==> src/rtl/gpio_smi_evt.sv <==
module gpio_smi_evt #(
  parameter int NPIN = 4,
  parameter int DW = 8,
  parameter logic [NPIN-1:0] DIR_RST = NPIN'(3)
) (
  input  logic            clk,
  input  logic            rst_n,
  input  logic [NPIN-1:0] pin_in,
  output logic [NPIN-1:0] pin_out,
  output logic [NPIN-1:0] pin_oe,
  input  logic            reg_wr,
  input  logic [2:0]      reg_addr,
  input  logic [DW-1:0]   reg_wdata,
  output logic [DW-1:0]   reg_rdata,
  output logic            pme_o,
  output logic            smi_n_o,
  output logic            smi_n_oe
);
  localparam int GEN = DW - 1;
  localparam logic [2:0] A_PSTS = 3'd0, A_SSTS = 3'd1, A_PEN = 3'd2, A_SEN = 3'd3,
                         A_DIR = 3'd4, A_DOUT = 3'd5, A_MODE = 3'd6, A_CTL = 3'd7;

  logic [NPIN-1:0] s1, s2, prev;
  logic [1:0]      warm;
  logic [NPIN-1:0] pme_sts, smi_sts, pme_en, smi_en, dir, dout, both;
  logic            gen_en, push_pull;
  logic [NPIN-1:0] evt, clr_p, clr_s, wd;
  logic            smi_act;

  assign wd    = reg_wdata[NPIN-1:0];
  assign evt   = (warm == 2'd3) ? dir & ((both & (s2 ^ prev)) | (~both & s2 & ~prev)) : '0;
  assign clr_p = (reg_wr && reg_addr == A_PSTS) ? wd : '0;
  assign clr_s = (reg_wr && reg_addr == A_SSTS) ? wd : '0;

  always_ff @(posedge clk or negedge rst_n) begin
    if (!rst_n) begin
      s1 <= '0;
      s2 <= '0;
      prev <= '0;
      warm <= '0;
    end else begin
      s1 <= pin_in;
      s2 <= s1;
      prev <= s2;
      if (warm != 2'd3) warm <= warm + 2'd1;
    end
  end

  always_ff @(posedge clk or negedge rst_n) begin
    if (!rst_n) begin
      pme_sts <= DIR_RST;
      smi_sts <= DIR_RST;
    end else begin
      pme_sts <= (pme_sts & ~clr_p) | evt;
      smi_sts <= (smi_sts & ~clr_s) | evt;
    end
  end

  always_ff @(posedge clk or negedge rst_n) begin
    if (!rst_n) begin
      pme_en <= '0;
      smi_en <= '0;
      gen_en <= 1'b0;
      dir <= DIR_RST;
      dout <= '0;
      both <= '0;
      push_pull <= 1'b0;
    end else if (reg_wr) begin
      case (reg_addr)
        A_PEN:  pme_en <= wd;
        A_SEN:  begin smi_en <= wd; gen_en <= reg_wdata[GEN]; end
        A_DIR:  dir <= wd;
        A_DOUT: dout <= wd;
        A_MODE: both <= wd;
        A_CTL:  push_pull <= reg_wdata[0];
        default: ;
      endcase
    end
  end

  always_comb begin
    reg_rdata = '0;
    case (reg_addr)
      A_PSTS: reg_rdata[NPIN-1:0] = pme_sts;
      A_SSTS: reg_rdata[NPIN-1:0] = smi_sts;
      A_PEN:  reg_rdata[NPIN-1:0] = pme_en;
      A_SEN:  begin reg_rdata[NPIN-1:0] = smi_en; reg_rdata[GEN] = gen_en; end
      A_DIR:  reg_rdata[NPIN-1:0] = dir;
      A_DOUT: reg_rdata[NPIN-1:0] = dout;
      A_MODE: reg_rdata[NPIN-1:0] = both;
      default: reg_rdata[0] = push_pull;
    endcase
  end

  assign pin_out  = dout;
  assign pin_oe   = ~dir;
  assign pme_o    = |(pme_sts & pme_en);
  assign smi_act  = gen_en & (|(smi_sts & smi_en));
  assign smi_n_o  = ~smi_act;
  assign smi_n_oe = push_pull | smi_act;
endmodule


==> config.mk <==
export PLATFORM = sky130hd
export DESIGN_NAME = gpio_smi_evt
export DESIGN_NICKNAME = d
export VERILOG_FILES = /design/src/rtl/gpio_smi_evt.sv
export SDC_FILE = /design/constraint.sdc
export NUM_CORES = 1
export LEC_CHECK = 0
export BUFFER_PORTS_ARGS = -buffer_cell sky130_fd_sc_hd__buf_4
export CORE_ASPECT_RATIO = 0.6
export CORE_MARGIN = 1
export CORE_UTILIZATION = 59
export CTS_CLUSTER_SIZE = 10
export DETAILED_ROUTE_END_ITERATION = 16
export GPL_TIMING_DRIVEN = 0
export PLACE_DENSITY = 0.84
export SKIP_LAST_GASP = 1
export SYNTH_ARGS = -nofsm -noshare
export SYNTH_HDL_FRONTEND = slang
export SYNTH_SLANG_ARGS = --single-unit
==> constraint.sdc <==
create_clock -name clk -period 1.8 [get_ports clk]
set_input_delay 0.27 -clock clk [delete_from_list [all_inputs] [get_ports clk]]
set_output_delay 0.27 -clock clk [all_outputs]
set_load 0.02 [all_outputs]
# After elaboration in Yosys (flattened, before gate mapping)
# Index checks and enable logic that the tools add are counted.
# totals
reg_bits	44
in_bits	18
out_inout_bits	19
word_cells	60
# op_classes
add_sub_neg	1
n_eq_ne	9
n_mux	6
bitwise	20
reduce_logical	11
# ops
op	n
AND 4 bit	8
one-hot mux 3 bit (7 select lines)	1
NOT 4 bit	5
equality test 3 bit (second input constant)	4
two-way mux 4 bit	3
bitwise OR 4 bit	3
AND reduction 2 bit	6
OR reduction 4 bit	2
one-hot mux 1 bit (7 select lines)	1
equality test 3 x 2 -> 1 bit (second input constant)	2
bitwise XOR 4 bit	1
equality test 3 x 1 -> 1 bit (second input constant)	1
logical NOT 3 bit	1
adder 2 x 1 -> 2 bit (second input constant)	1
equality test 2 bit (second input constant)	1
logical AND 1 bit	2
inequality test 2 bit (second input constant)	1
AND 1 bit	1
two-way mux 1 bit	1
NOT 1 bit	1
bitwise OR 1 bit	1

# Longest topological paths before layout
# Gate-level depths: netlist of run 1.
# depth
ltp_word	7
mapped_depth	5
depth_no_buf	4

# Worst setup path after synthesis of run 1
# OpenSTA, ideal clock, no wires.
# synth_timing
kind	register -> output
from	register smi_sts[2]
to	output port smi_n_oe
arrival_ps	1405
t_required_ps	1530
path_slack_ps	125
path_stages_with_launch	4
path_buffers	0
cell_sequence	dfrtp_1 -> a22o_1 -> o21ai_0 -> nand2b_1
# synth_between
elab_chain_len	4
# synth_rtl
item	line_no	rtl
start: declaration	25	logic [NPIN-1:0] pme_sts, smi_sts, pme_en, smi_en, dir, dout, both;
start signal: assignment	55	smi_sts <= (smi_sts & ~clr_s) | evt;
AND 4 bit	98	assign smi_act = gen_en & (|(smi_sts & smi_en));
OR reduction 4 bit	98	
AND 1 bit	98	
bitwise OR 1 bit	100	assign smi_n_oe = push_pull | smi_act;
end: declaration	17	output logic smi_n_oe
# No other way between the ends.

# Worst setup path after layout of run 1
# layout_timing
from	register both[1]
to	output port reg_rdata[1]
# layout_between
elab_chain_len	1
# layout_rtl
item	line_no	rtl
start: declaration	25	
start signal: assignment	74	A_MODE: both <= wd;
one-hot mux 3 bit (7 select lines)	83	case (reg_addr)
end: declaration	14	output logic [DW-1:0] reg_rdata,
# No other way between the ends.

==> results_tabular.tex, run 1 <==
\begin{tabular}{lr}
\hline
Metric & Value \\
\hline
\multicolumn{2}{l}{\textbf{Status}} \\
Run status & finished clean \\
\multicolumn{2}{l}{\textbf{Critical path}} \\
Kind of end point of the critical path & primary output \\
Signal arrival time at the worst endpoint & 1.52 ns \\
Length in cells of the worst reg-to-reg path & 4 \\
Startpoint Class & flop \\
Required time of the critical path & 1.53 ns \\
Register-to-register path setup slack & 0.61 ns \\
Maximum fanout along the worst path & 3 \\
Critical Setup Path Class & reg -> out \\
\multicolumn{2}{l}{\textbf{Power and ir drop}} \\
Pwr dens & 1072 nW/µm² \\
Static power due to leakage & 0.001109 µW \\
Worst ir drop on vdd & 0.7134 mV \\
Part of the power in combinational logic & 26.8\% \\
Psw & 789.7 µW \\
Switching Fraction & 29.87\% \\
Internal & 1854 µW \\
Fraction of power consumed by the clock network & 23.9\% \\
Reg power frac & 49.2\% \\
\multicolumn{2}{l}{\textbf{STA}} \\
Number of pins exceeding their max-slew limit in the final report & 0 \\
Top achievable clock speed & 559.9 MHz \\
Headroom to the max-slew limit & 64.50\% \\
Slew at the pin with the worst max-slew slack & 0.5296 ns \\
Setup slack of the critical path after layout & 0.01409 ns \\
Setup repair after global routing missed its margin & true \\
Min Clock Period, post-route & 1.786 ns \\
Largest clock skew in the final design & 0.008357 ns \\
Count of endpoints failing setup in the final report & 0 \\
Post-route fraction of the period consumed by the critical path & 99.22\% \\
Final Hold Violating Endpoints & 0 \\
\multicolumn{2}{l}{\textbf{Synthesis}} \\
Synthesis warning total & 0 \\
Post-synth EDFFs & 0 \\
Flop and latch count out of synthesis & 44 \\
Syn avg cell area & 12.82 µm² \\
Largest family of logic cells by synthesized area & multiplexers \\
Share of synthesized registers carrying an async set or reset & 100.0\% \\
Share of cell area taken by muxes after synthesis & 18.43\% \\
Share of synthesized cell area in and, or, nand and nor gates & 13.12\% \\
Fraction of the yosys area taken by sequential cells & 54.06\% \\
Primary FF master, synth & dfrtp\_1 \\
Netlist area before placement & 2051 µm² \\
Number of cells produced by synthesis & 160 \\
Number of library cell types mapped by synthesis & 35 \\
Adder and majority gate portion of the synthesized area & 0.6101\% \\
Share of the synthesized area in compound gates (AO/OA/AOI/OAI) & 9.640\% \\
Xor/xnor share of the synthesized area & 0.4271\% \\
\multicolumn{2}{l}{\textbf{Clock network}} \\
Number of clock buffers inserted by TritonCTS & 5 \\
Maximum level of the CTS H-tree & 2 \\
CTS tree & done \\
Maximum buffer depth of the clock tree & 2 \\
Clock root buffer & clkbuf\_8 \\
Sinks on the clock net & 44 \\
Clock latency at the later pin of the worst-skew pair & 0.30 ns \\
Register clock-pin slew on the reported worst setup and hold paths & 0.07 ns \\
\multicolumn{2}{l}{\textbf{Routing}} \\
Vias per Instance & 5.847 \\
Routed wire length & 4425 µm \\
Post-route ant nets & 0 \\
Post-route DRC & 0 \\
Pre-antenna DRT Iters & 4 \\
Drt first-iter violations & 76 \\
Via count & 1456 \\
Average wire per standard cell & 17.77 µm \\
\multicolumn{2}{l}{\textbf{Cells and area}} \\
Layout area overhead & 20.26\% \\
Leading cell type in the layout, fill and taps excluded & dfrtp\_1 \\
Nets & 222 \\
Fillers & 226 \\
Leading cell types in the layout, fill and taps excluded & dfrtp\_1 (38), buf\_4 (37), mux2\_2 (26) \\
Fraction of final layout cells with drive strength greater than 1 & 42.65\% \\
Total inserted antenna cells & 0 \\
Cell area after layout & 2466 µm² \\
\multicolumn{2}{l}{\textbf{Global routing}} \\
GRT overflow & 0 \\
Antenna violations before repair & 0 \\
Wire length of the first global-routing pass & 6934 µm \\
Vias in the first global route & 1345 \\
GRT Total Usage & 26.50\% \\
Largest net degree at the start of global routing & 45 \\
\multicolumn{2}{l}{\textbf{Placement}} \\
Final RePlAce weighted congestion & 0.8474 \\
Half-perimeter wire length after placement & 3193 µm \\
Input/output buffers & 30 \\
DP Area & 2340 µm² \\
Worst slack, placed & 0.1434 ns \\
\multicolumn{2}{l}{\textbf{Hold path}} \\
Worst min path class & in -> reg \\
Cells on Worst Hold Path & 1 \\
\multicolumn{2}{l}{\textbf{Die}} \\
Initial core utilization & 62.46\% \\
Number of top-level design ports & 37 \\
Core region area & 3283 µm² \\
Die area & 3723 µm² \\
FP Rows & 16 \\
Die extent in y & 47.67 µm \\
Die width & 78.11 µm \\
\multicolumn{2}{l}{\textbf{Run}} \\
Max-cap viol count & 0 \\
\hline
\end{tabular}
## routing by layer
layer,vias up,routed length (µm),track usage (%)
li1,665,-,-
met1,730,2022,35.25
met2,50,2056,43.16
met3,11,264,7.048
met4,0,82,11.11
met5,-,0,0
## cell usage after synthesis (all sizes together), types with 2 or more instances
master | instances | area, µm²
mux2i | 4 | 40.04
buf | 9 | 57.56
a22o | 2 | 17.52
dfrtp | 38 | 950.9
and4bb | 2 | 25.02
and3b | 2 | 17.52
a21o | 8 | 60.06
dfstp | 6 | 157.7
a2bb2oi | 2 | 17.52
a22oi | 3 | 22.52
nor2 | 2 | 7.510
nand2 | 15 | 56.30
nand2b | 5 | 31.28
nand4b | 3 | 32.53
mux4 | 2 | 45.04
nand3b | 5 | 37.54
a21oi | 6 | 30.03
inv | 4 | 15.01
o21ai | 2 | 10.01
mux2 | 26 | 292.8
o211ai | 2 | 15.01
## final timing paths
check / startpoint / end
max: both[1] / reg_rdata[1]
min: pin_in[0] / s1[0]
max reg2reg: warm[0] / pme_sts[1]
min reg2reg: s1[1] / s2[1]
max in group asynchronous: rst_n / dir[1]
min in group asynchronous: rst_n / smi_en[2]
## repair_timing
action,in CTS,in global routing
buffers inserted,0,3
resized for setup,0,1
hold buffers,1,0
endpoints found under the setup margin,0,3
hold endpoints to repair,38,0
## per-stage QoR
stage | hold slack (ns) | utilization (%) | power [µW] | TNS, ns | cells
5_1_grt | 0.06520 | 75.11 | 2767 | -0.01744 | 249
2_1_floorplan | -0.02559 | - | 1709 | 0 | 162
3_5_place_dp | 0.2922 | 71.27 | 1997 | 0 | 237
6_report | 0.07876 | 75.11 | 2644 | 0 | 249
4_1_cts | 0.07154 | 74.31 | 2625 | 0 | 246
3_3_place_gp | 0.2818 | 71.27 | 1956 | 0 | 237
## logic make-up (layout without fill, tap and decap cells)
kind of cell | count (synthesis) | in the layout
mux | 32 | 32
xor+xnor | 1 | 1
fa+ha+maj | 1 | 1
buf+inv | 13 | 55
simple gates | 40 | 40
compound gates | 28 | 28
other cells | 1 | 3
flops | 44 | 44
## cell type report
type,instances,area (µm²),area share [%]
timing repair buffer,34,261.5,10.60
buffer,9,57.56,2.334
sequential,44,1109,44.95
multi-input combinational,105,877.1,35.57
clock buffer,8,90.09,3.653
inverter,4,15.01,0.6088
tap,45,56.30,2.283
## sequential cells by signal, indices dropped and copies added, names as in the netlist
name and cells:
both 4, dir 4, gen_en 1, pin_out 4, pme_en 4, pme_sts 4
prev 4, push_pull 1, s1 4, s2 4, smi_en 4, smi_sts 4
warm 2
## critical path, stage by stage (launching register included)
cell and delay [ns]:
dfrtp_1 0.40, mux4_2 0.48, o21a_1 0.21, buf_6 0.13
## power by group through the flow
stage / Clock (µW) / Combinational [µW] / Sequential, µW
2_1_floorplan: 0 / 410 / 1300
6_report: 632 / 710 / 1300
5_1_grt: 675 / 770 / 1320
3_3_place_gp: 0 / 652 / 1300
4_1_cts: 640 / 685 / 1300
3_5_place_dp: 0 / 679 / 1320
Note: power is estimated with default switching activity, not from simulation.
==> run 2, diff against run 1 <==
Settings changed: CORE_UTILIZATION 59 to 40, PLACE_DENSITY 0.84 to unset, SKIP_LAST_GASP 1 to unset.
==> results_tabular.tex, run 2 (synthesis gave the netlist of run 1 again) <==
\begin{tabular}{lr}
\hline
Metric & Value \\
\hline
\multicolumn{2}{l}{\textbf{Run}} \\
Max-cap viol count & 0 (unchanged) \\
\multicolumn{2}{l}{\textbf{STA}} \\
Top achievable clock speed & 563.0 MHz (was 559.9 MHz) \\
Fin Setup TNS & 0 ns (unchanged) \\
Post-route fraction of the period consumed by the critical path & 98.68\% (was 99.22\%) \\
Final Hold Violating Endpoints & 0 (unchanged) \\
Count of endpoints failing setup in the final report & 0 (unchanged) \\
Min Clock Period, post-route & 1.776 ns (was 1.786 ns) \\
Headroom to the max-slew limit & 62.94\% (was 64.50\%) \\
Number of pins exceeding their max-slew limit in the final report & 0 (unchanged) \\
Setup repair after global routing missed its margin & true (unchanged) \\
Largest clock skew in the final design & 0.01136 ns (was 0.008357 ns) \\
Slew at the pin with the worst max-slew slack & 0.5559 ns (was 0.5296 ns) \\
\multicolumn{2}{l}{\textbf{Power and ir drop}} \\
Pwr dens & 1119 nW/µm² (was 1072 nW/µm²) \\
Static power due to leakage & 0.001132 µW (was 0.001109 µW) \\
Switching Fraction & 28.20\% (was 29.87\%) \\
Psw & 800.1 µW (was 789.7 µW) \\
Power after layout & 2837 µW (was 2644 µW) \\
Internal & 2037 µW (was 1854 µW) \\
Worst ir drop on vdd & 0.5752 mV (was 0.7134 mV) \\
Fraction of power consumed by the clock network & 29.2\% (was 23.9\%) \\
Part of the power in combinational logic & 25.2\% (was 26.8\%) \\
Reg power frac & 45.6\% (was 49.2\%) \\
\multicolumn{2}{l}{\textbf{Cells and area}} \\
Nets & 223 (was 222) \\
Layout area overhead & 23.61\% (was 20.26\%) \\
Fraction of final layout cells with drive strength greater than 1 & 44.39\% (was 42.65\%) \\
Fillers & 425 (was 226) \\
Leading cell types in the layout, fill and taps excluded & buf\_4 (38), dfrtp\_1 (38), mux2\_2 (26) (was dfrtp\_1 (38), buf\_4 (37), mux2\_2 (26)) \\
Layout Cells excl Fill & 268 (was 249) \\
Total inserted antenna cells & 0 (unchanged) \\
\multicolumn{2}{l}{\textbf{Placement}} \\
Final RePlAce weighted congestion & 0.7768 (was 0.8474) \\
Input/output buffers & 30 (unchanged) \\
Half-perimeter wire length after placement & 3261 µm (was 3193 µm) \\
Cell count after placement & 255 (was 237) \\
\multicolumn{2}{l}{\textbf{Critical path}} \\
CP top delay family & multiplexers (unchanged) \\
Register-to-register path setup slack & 0.60 ns (was 0.61 ns) \\
Critical Path, Cell by Cell & mux4\_2 > o21a\_1 > buf\_6 (unchanged) \\
Startpoint of the most critical register-to-register path & warm[0] (unchanged) \\
Critical Setup Path Class & reg -> out (unchanged) \\
Startpoint Class & flop (unchanged) \\
Reg-to-reg endpoint & warm[1] (was pme\_sts[1]) \\
Total buffers and inverters traversed by the critical path & 1 (unchanged) \\
Largest stage delay on the critical path & 0.48 ns (about the same) \\
Slowest cell on crit path & mux4\_2 (unchanged) \\
Length in cells of the worst reg-to-reg path & 2 (was 4) \\
Maximum fanout along the worst path & 3 (unchanged) \\
Required time of the critical path & 1.53 ns (about the same) \\
Kind of end point of the critical path & primary output (unchanged) \\
Signal arrival time at the worst endpoint & 1.51 ns (was 1.52 ns) \\
\multicolumn{2}{l}{\textbf{Status}} \\
Run status & finished clean (unchanged) \\
\multicolumn{2}{l}{\textbf{Routing}} \\
Pre-antenna DRT Iters & 4 (unchanged) \\
Routed wire length & 4324 µm (was 4425 µm) \\
Via count & 1404 (was 1456) \\
Post-route DRC & 0 (unchanged) \\
Drt first-iter violations & 34 (was 76) \\
Average wire per standard cell & 16.13 µm (was 17.77 µm) \\
Vias per Instance & 5.239 (was 5.847) \\
Post-route ant nets & 0 (unchanged) \\
\multicolumn{2}{l}{\textbf{Clock network}} \\
Number of clock buffers inserted by TritonCTS & 5 (unchanged) \\
Sinks on the clock net & 44 (unchanged) \\
Maximum level of the CTS H-tree & 2 (unchanged) \\
Clock latency at the later pin of the worst-skew pair & 0.30 ns (about the same) \\
CTS tree & done (unchanged) \\
Clock root buffer & clkbuf\_8 (unchanged) \\
Register clock-pin slew on the reported worst setup and hold paths & 0.08 ns (was 0.07 ns) \\
Maximum buffer depth of the clock tree & 2 (unchanged) \\
\multicolumn{2}{l}{\textbf{Hold path}} \\
Cells on Worst Hold Path & 1 (unchanged) \\
Hold Crit Start & pin\_in[1] (was pin\_in[0]) \\
Endpoint with the worst hold slack & s1[1] (was s1[0]) \\
Worst min path class & in -> reg (unchanged) \\
\multicolumn{2}{l}{\textbf{Global routing}} \\
Met1 capacity usage during global routing & 28.55\% (was 35.25\%) \\
Global routing's busiest layer & met1 (was met2) \\
Global routing usage on met3 & 5.467\% (was 7.048\%) \\
Largest net degree at the start of global routing & 45 (unchanged) \\
Antenna violations before repair & 0 (unchanged) \\
GRT Total Usage & 18.48\% (was 26.50\%) \\
Vias in the first global route & 1388 (was 1345) \\
GRT overflow & 0 (unchanged) \\
GR met2 Demand/Resource & 24.43\% (was 43.16\%) \\
Wire length of the first global-routing pass & 7286 µm (was 6934 µm) \\
\multicolumn{2}{l}{\textbf{Die}} \\
Die width & 94.44 µm (was 78.11 µm) \\
Die area & 5426 µm² (was 3723 µm²) \\
Core region area & 4755 µm² (was 3283 µm²) \\
FP Rows & 19 (was 16) \\
Initial core utilization & 43.13\% (was 62.46\%) \\
Die extent in y & 57.46 µm (was 47.67 µm) \\
Number of top-level design ports & 37 (unchanged) \\
\hline
\end{tabular}
## run 2: changes by cell type in the layout (fill, tap and decap cells not counted)
cell and delta:
nor2_1 -1, nor2_2 +1, buf_4 +1, bufinv_16 +1, o21ai_1 +1, o21ai_0 -1
clkbuf_1 -2, clkbuf_8 +1
## run 2: metrics by stage
stage	instance area, µm²	hold WS [ns]	setup WS (ns)	utilization [%]
after floorplan	2058	-0.02559	0.1255	-
after global placement	2362	0.2908	0.1730	49.68
after detailed placement	2362	0.3006	0.1501	49.68
after CTS	2499	0.06378	0.003898	52.55
after global routing	2535	0.05401	-0.02427	53.32
final	2535	0.07322	0.02373	53.32
## run 2: worst max path at each step
| stage | start | end | cells past startpoint |
|---|---|---|---|
| after floorplan | smi_sts[2] | smi_n_oe | 3 |
| after global placement | reg_addr[0] | reg_rdata[3] | 6 |
| after detailed placement | reg_addr[0] | reg_rdata[3] | 6 |
| after CTS | both[1] | reg_rdata[1] | 3 |
| after global routing | pin_out[2] | reg_rdata[2] | 4 |
| final | both[1] | reg_rdata[1] | 3 |
## run 2: power groups by stage
stage               registers, µW  clock network [µW]  logic [µW]
floorplan                    1300                   0         410
global placement             1310                   0         664
detailed placement           1320                   0         679
CTS                          1300                 847         682
global route                 1320                 885         779
finish                       1290                 829         714
## run 2: worst reg2reg max path: cells and delay by family, from the launching register on
kind	cells	cell delay, ns
DFF	1	0.38
muxes	1	0.37
adders and majority gates	1	0.34
## run 2: repair_timing
action / 4_1_cts / 5_1_grt
resized for setup: 0 / 3
hold endpoints to repair: 38 / 0
hold buffers: 1 / 0
endpoints found under the setup margin: 0 / 4
buffers inserted: 0 / 4
## run 2: metal layers
metal  share of wire [%]  vias to the layer above
li1                    -                      665
met1                  51                      693
met2                  42                       42
met3                 5.9                        4
met4                0.76                        0
met5                   0                        -
## run 2: layout make-up
class	instances	area, µm²	area share (%)
Clock buffer	7	96.34	3.801
Tap cell	63	78.83	3.110
Inverter	4	15.01	0.5923
Buffer	9	57.56	2.270
Clock inverter	1	30.03	1.185
Multi-Input combinational cell	105	879.6	34.70
Sequential cell	44	1109	43.73
Timing Repair Buffer	35	269.0	10.61
